[src/rtl/sec_chk_pkg.sv]
package sec_chk_pkg;
    localparam int LVL_W = 2;
    localparam int ACC_W = 2;

    typedef enum logic [ACC_W-1:0] {
        ACC_FETCH = 2'b00,
        ACC_READ  = 2'b01,
        ACC_WRITE = 2'b10,
        ACC_OTHER = 2'b11
    } acc_kind_e;

    typedef enum logic {
        SYN_EMPTY = 1'b0,
        SYN_HELD  = 1'b1
    } syn_state_e;

    typedef struct packed {
        logic [LVL_W-1:0] mst;
        logic [LVL_W-1:0] slv;
        logic [ACC_W-1:0] acc;
    } syndrome_t;
endpackage

[src/rtl/sec_syndrome_fsm.sv]
module sec_syndrome_fsm
    import sec_chk_pkg::*;
#(
    parameter bit KEEP_FIRST = 1'b1
) (
    input  logic      clk,
    input  logic      rst_n,
    input  logic      deny_evt,
    input  logic      clear_synd,
    input  syndrome_t syn_in,
    output logic      viol_pulse,
    output logic      synd_valid,
    output syndrome_t synd_out
);
    syn_state_e state_q;
    syn_state_e state_nx;
    logic       capture;
    logic       may_overwrite;
    logic       pulse_q;
    syndrome_t  synd_q;

    generate
        if (KEEP_FIRST) begin : g_first_fault
            assign may_overwrite = clear_synd;
        end else begin : g_last_fault
            assign may_overwrite = 1'b1;
        end
    endgenerate

    always_comb begin
        state_nx = state_q;
        capture  = 1'b0;
        unique case (state_q)
            SYN_EMPTY: begin
                if (deny_evt) begin
                    capture  = 1'b1;
                    state_nx = SYN_HELD;
                end
            end
            SYN_HELD: begin
                if (deny_evt && may_overwrite) begin
                    capture = 1'b1;
                end
                if (clear_synd && !deny_evt) begin
                    state_nx = SYN_EMPTY;
                end
            end
        endcase
    end

    always_ff @(posedge clk or negedge rst_n) begin
        if (!rst_n) begin
            state_q <= SYN_EMPTY;
        end else begin
            state_q <= state_nx;
        end
    end

    always_ff @(posedge clk or negedge rst_n) begin
        if (!rst_n) begin
            pulse_q <= 1'b0;
            synd_q  <= '0;
        end else begin
            pulse_q <= deny_evt;
            if (capture) begin
                synd_q <= syn_in;
            end
        end
    end

    assign viol_pulse = pulse_q;
    assign synd_valid = (state_q == SYN_HELD);
    assign synd_out   = synd_q;
endmodule

[config.mk]
export PLATFORM = sky130hd
export DESIGN_NAME = sec_syndrome_fsm
export DESIGN_NICKNAME = d
export VERILOG_FILES = /design/src/rtl/sec_chk_pkg.sv /design/src/rtl/sec_syndrome_fsm.sv
export SDC_FILE = /design/constraint.sdc
export NUM_CORES = 1
export LEC_CHECK = 0
export BUFFER_PORTS_ARGS = -buffer_cell sky130_fd_sc_hd__buf_2
export CORE_AREA = 2 2 39 41
export CTS_CLUSTER_DIAMETER = 30
export DETAILED_ROUTE_END_ITERATION = 8
export DIE_AREA = 0 0 41 43
export GPL_TIMING_DRIVEN = 0
export PLACE_DENSITY_LB_ADDON = 0.08
export SKIP_LAST_GASP = 1
export SYNTH_ARGS = -nofsm -noshare
export SYNTH_HDL_FRONTEND = slang
export SYNTH_SLANG_ARGS = --single-unit
export TNS_END_PERCENT = 10
[constraint.sdc]
create_clock -name clk -period 1.1 [get_ports clk]
set_input_delay 0.11 -clock clk [delete_from_list [all_inputs] [get_ports clk]]
set_output_delay 0.11 -clock clk [all_outputs]
set_load 0.02 [all_outputs]
# Word-level counts from Yosys, hierarchy flattened

Index checks and enable logic that the tools add are counted.

Mux-type cells: 5
Bitwise logic cells: 1
Reductions and logical operators: 3

Operators by type and width:

| cell                               | number |
|---|---|
| 1-bit case mux with 2 select lines | 2 |
| 1-bit two-way mux                  | 3 |
| 1-bit logical AND                  | 2 |
| 1-bit logical NOT                  | 1 |
| 1-bit NOT                          | 1 |

Register bits after elaboration: 8
Bits of input ports: 10
Output and inout bits: 8
Logic and storage cells: 14

# Depth between registers and ports, before layout

Depth after elaboration: 4
Mapped depth: 3
Depth with buffers taken out: 3

# Worst setup path before layout

No wires, ideal clock.

Path type: register -> register
From: register state_q (netlist: synd_valid)
To: register synd_q (netlist bit synd_out[0])
Setup time: 0.125 ns
Arrival time: 0.967 ns
Data required time: 0.975 ns
Path slack: 0.008 ns
Cell stages (with the launch flop): 4
Buffers on the path: 0
Period minus slack after synthesis: 1.092 ns
Cell sequence: dfrtp_1 > nand2b_4 > nand2_4 > mux2_4

Longest elaborated chain between the ends: 2

RTL lines:

| element                                | RTL line               | source |
|---|---|---|
| start: declaration                     | sec_syndrome_fsm.sv:15 | `syn_state_e state_q;` |
| start signal: assignment               | sec_syndrome_fsm.sv:55 | `state_q <= state_nx;` |
| 1-bit NOT                              | --                     |  |
| 1-bit case mux with 2 select lines (*) | sec_syndrome_fsm.sv:33 | `unique case (state_q)` |
| end signal: assignment                 | sec_syndrome_fsm.sv:66 | `synd_q <= syn_in;` |
| end: declaration                       | sec_syndrome_fsm.sv:20 | `syndrome_t synd_q;` |

Every way passes the cells marked *; elsewhere a longest branch is shown, timed or not.
A chain may end at the register's enable or synchronous reset.

# Worst setup path in the final report

From: register state_q (netlist: synd_valid)
To: register synd_q (netlist bit synd_out[4])

The elaborated chain is that of the path after synthesis.

==> run summary <==
Outcome -> completed
Final setup fails -> 0
Synth Net Count -> 27
Inserted Diodes -> 0
WP data required -> 1230 ps
Vias in the first global route -> 222
Pwr dens -> 1630 nW/um^2
Cells after Synth -> 17
Headroom to the max-slew limit -> 88.2%
Tmin final -> 1010 ps
Worst reg2reg path depth -> 3
Critical Path Source -> synd_valid
Area leader, netlist -> dfrtp_1
I/O pin total -> 18
Die Wd -> 41 um
Initial drt markers -> 2
Die H -> 43 um
All-layer global routing usage -> 8.81%
Final Hold Vio Count -> 0
Leakage power -> 0.249 nW
Root Driver -> clkbuf_4
Yosys warnings -> 0
Setup CP Type -> register to register
Clock-pin slew on the worst setup and hold paths -> 50 ps
Post-DR wirelength/cell -> 11.2 um
Worst hold path class -> input pin to register
Top-area cell type share of the netlist area -> 62.0%
Via-per-instance ratio -> 3.94
Die area -> 1760 um^2
Fin crit share -> 91.6%
Max Fclk -> 993 MHz
Share of cells above drive strength 1 -> 73.7%
Worst reg2reg setup slack -> 90 ps
Global-route wire length before repair -> 931 um
Filler Cell Count -> 146
FF-to-FF End -> synd_out[4]
RR Startpoint -> synd_valid
Initial antenna violation count -> 0
Sequential-to-total area share from yosys stat -> 62.0%
Clk sinks -> 8
P&R area growth vs syn -> 42.6%
Synth Register Bits -> 8
Slew Limit Fails -> 0
Clk Latency, worst-skew pair -> 250 ps
Slew @ Worst Pin -> 178 ps
TNS Setup -> 0 ps
Post-CTS Setup Bufs -> 0
Via Count -> 213
Syn avg cell area -> 19.0 um^2
Count of antenna-violating nets left after detailed routing -> 0
Site row count -> 14
CP startpoint kind -> register
Total wire length -> 603 um
Initial Util -> 23.3%
Largest net degree at the start of global routing -> 9
CTS Buf Count -> 3
# port buffers -> 17
Max VDD drop -> 536 uV
Worst setup path end -> synd_out[4]
Htree depth -> 1
Placer Congestion -> 0.491
DRC -> 0
Pwr Total -> 0.752 mW
RSZ-0062 raised after global routing -> false
Critical path data arrival time -> 1140 ps
Final net count -> 50
Hpwl dp -> 470 um
PnR worst setup slack -> 92.7 ps
Core area -> 1380 um^2
First-pass detailed-route iteration total -> 3
Dpl ws -> 82.7 ps
Worst Skew -> 2.51 ps
Maximum clock path buffer count -> 2
Synth top area cells -> dfrtp_1 62%, mux2_4 28%, nand2b_4 4.3%, nand2_4 3.5%, or2b_1 2.3%
Syn Std Cell Area -> 323 um^2
Total congestion overflow -> 0
Max Cap Violations -> 0
TritonCTS clock tree -> done
Crit. End Element -> register
Largest fanout on the critical path -> 6
Hold slack -> 20.7 ps
Netlist cell types -> 5
==> worst min-delay path by stage <==
stage | from | to | slack [ps] | cells after the start
2_1_floorplan | rst_n | synd_out[0] | -190 | 0
3_3_place_gp | rst_n | synd_out[1] | -40 | 1
3_5_place_dp | rst_n | synd_out[1] | -30 | 1
4_1_cts | deny_evt | viol_pulse | 10 | 1
5_1_grt | deny_evt | viol_pulse | 4 | 1
6_report | deny_evt | viol_pulse | 20 | 1
==> Yosys cell counts <==
cell type and n:
mux2_4 6, nand2_4 1, nand2b_4 1, or2b_1 1, dfrtp_1 8
==> what timing repair did <==
action,in CTS,in global routing
gates resized for setup,0,0
endpoints found under the hold margin,8,0
hold buffers,1,0
==> cell type report <==
type                       instances  area, um^2  area share, %
sequential                         8         200           43.5
multi-input combinational          9         123           26.6
timing repair buffer              18        95.1           20.7
clock buffer                       3        22.5           4.89
tap                               16        20.0           4.35
==> power breakdown <==
| group | switching, mW | internal (mW) |
|---|---|---|
| clock | 0.0924 | 0.124 |
| sequential | 0.0192 | 0.332 |
| combinational | 0.0914 | 0.0923 |
| total | 0.203 | 0.549 |
==> layout by cell type, fill, tap and decap left out <==
cell,netlist,layout
clkbuf_4,0,3
nand2b_4,1,1
buf_2,0,17
or2b_1,1,1
mux2_4,6,6
nand2_4,1,1
dlygate4sd3_1,0,1
dfrtp_1,8,8
==> sequential cells by signal, summed over array words and instances, names as in the netlist <==
signal / cells
synd_valid: 1
synd_out: 6
viol_pulse: 1
==> worst max-delay path, stage by stage, from the launching register on <==
cell	delay, ps
dfrtp_1	400
nand2b_4	90
nand2_4	100
mux2_4	310
==> cell families (layout without fill, tap and decap cells) <==
kind of cell	after synthesis	count (layout)	share of synthesized area, %
DFF	8	8	62.0
muxes	6	6	27.9
and+or+nand+nor	3	3	10.1
buffers and inverters	0	21	0
==> routing by layer <==
| metal | vias up | global-route usage (%) | share of wire (%) | wire (um) |
|---|---|---|---|---|
| li1 | 99 | - | - | - |
| met1 | 99 | 9.27 | 42 | 253 |
| met2 | 15 | 11.9 | 46 | 276 |
| met3 | 0 | 9.42 | 12 | 74 |
| met4 | 0 | 2.00 | 0 | 0 |
| met5 | - | 0 | 0 | 0 |
==> per-stage QoR <==
step	util [%]	area (um^2)	instances
2_1_floorplan	-	323	17
3_3_place_gp	30.9	428	50
3_5_place_dp	30.9	428	50
4_1_cts	33.3	460	54
5_1_grt	33.3	460	54
6_report	33.3	460	54
(Power assumes the default switching activity.)
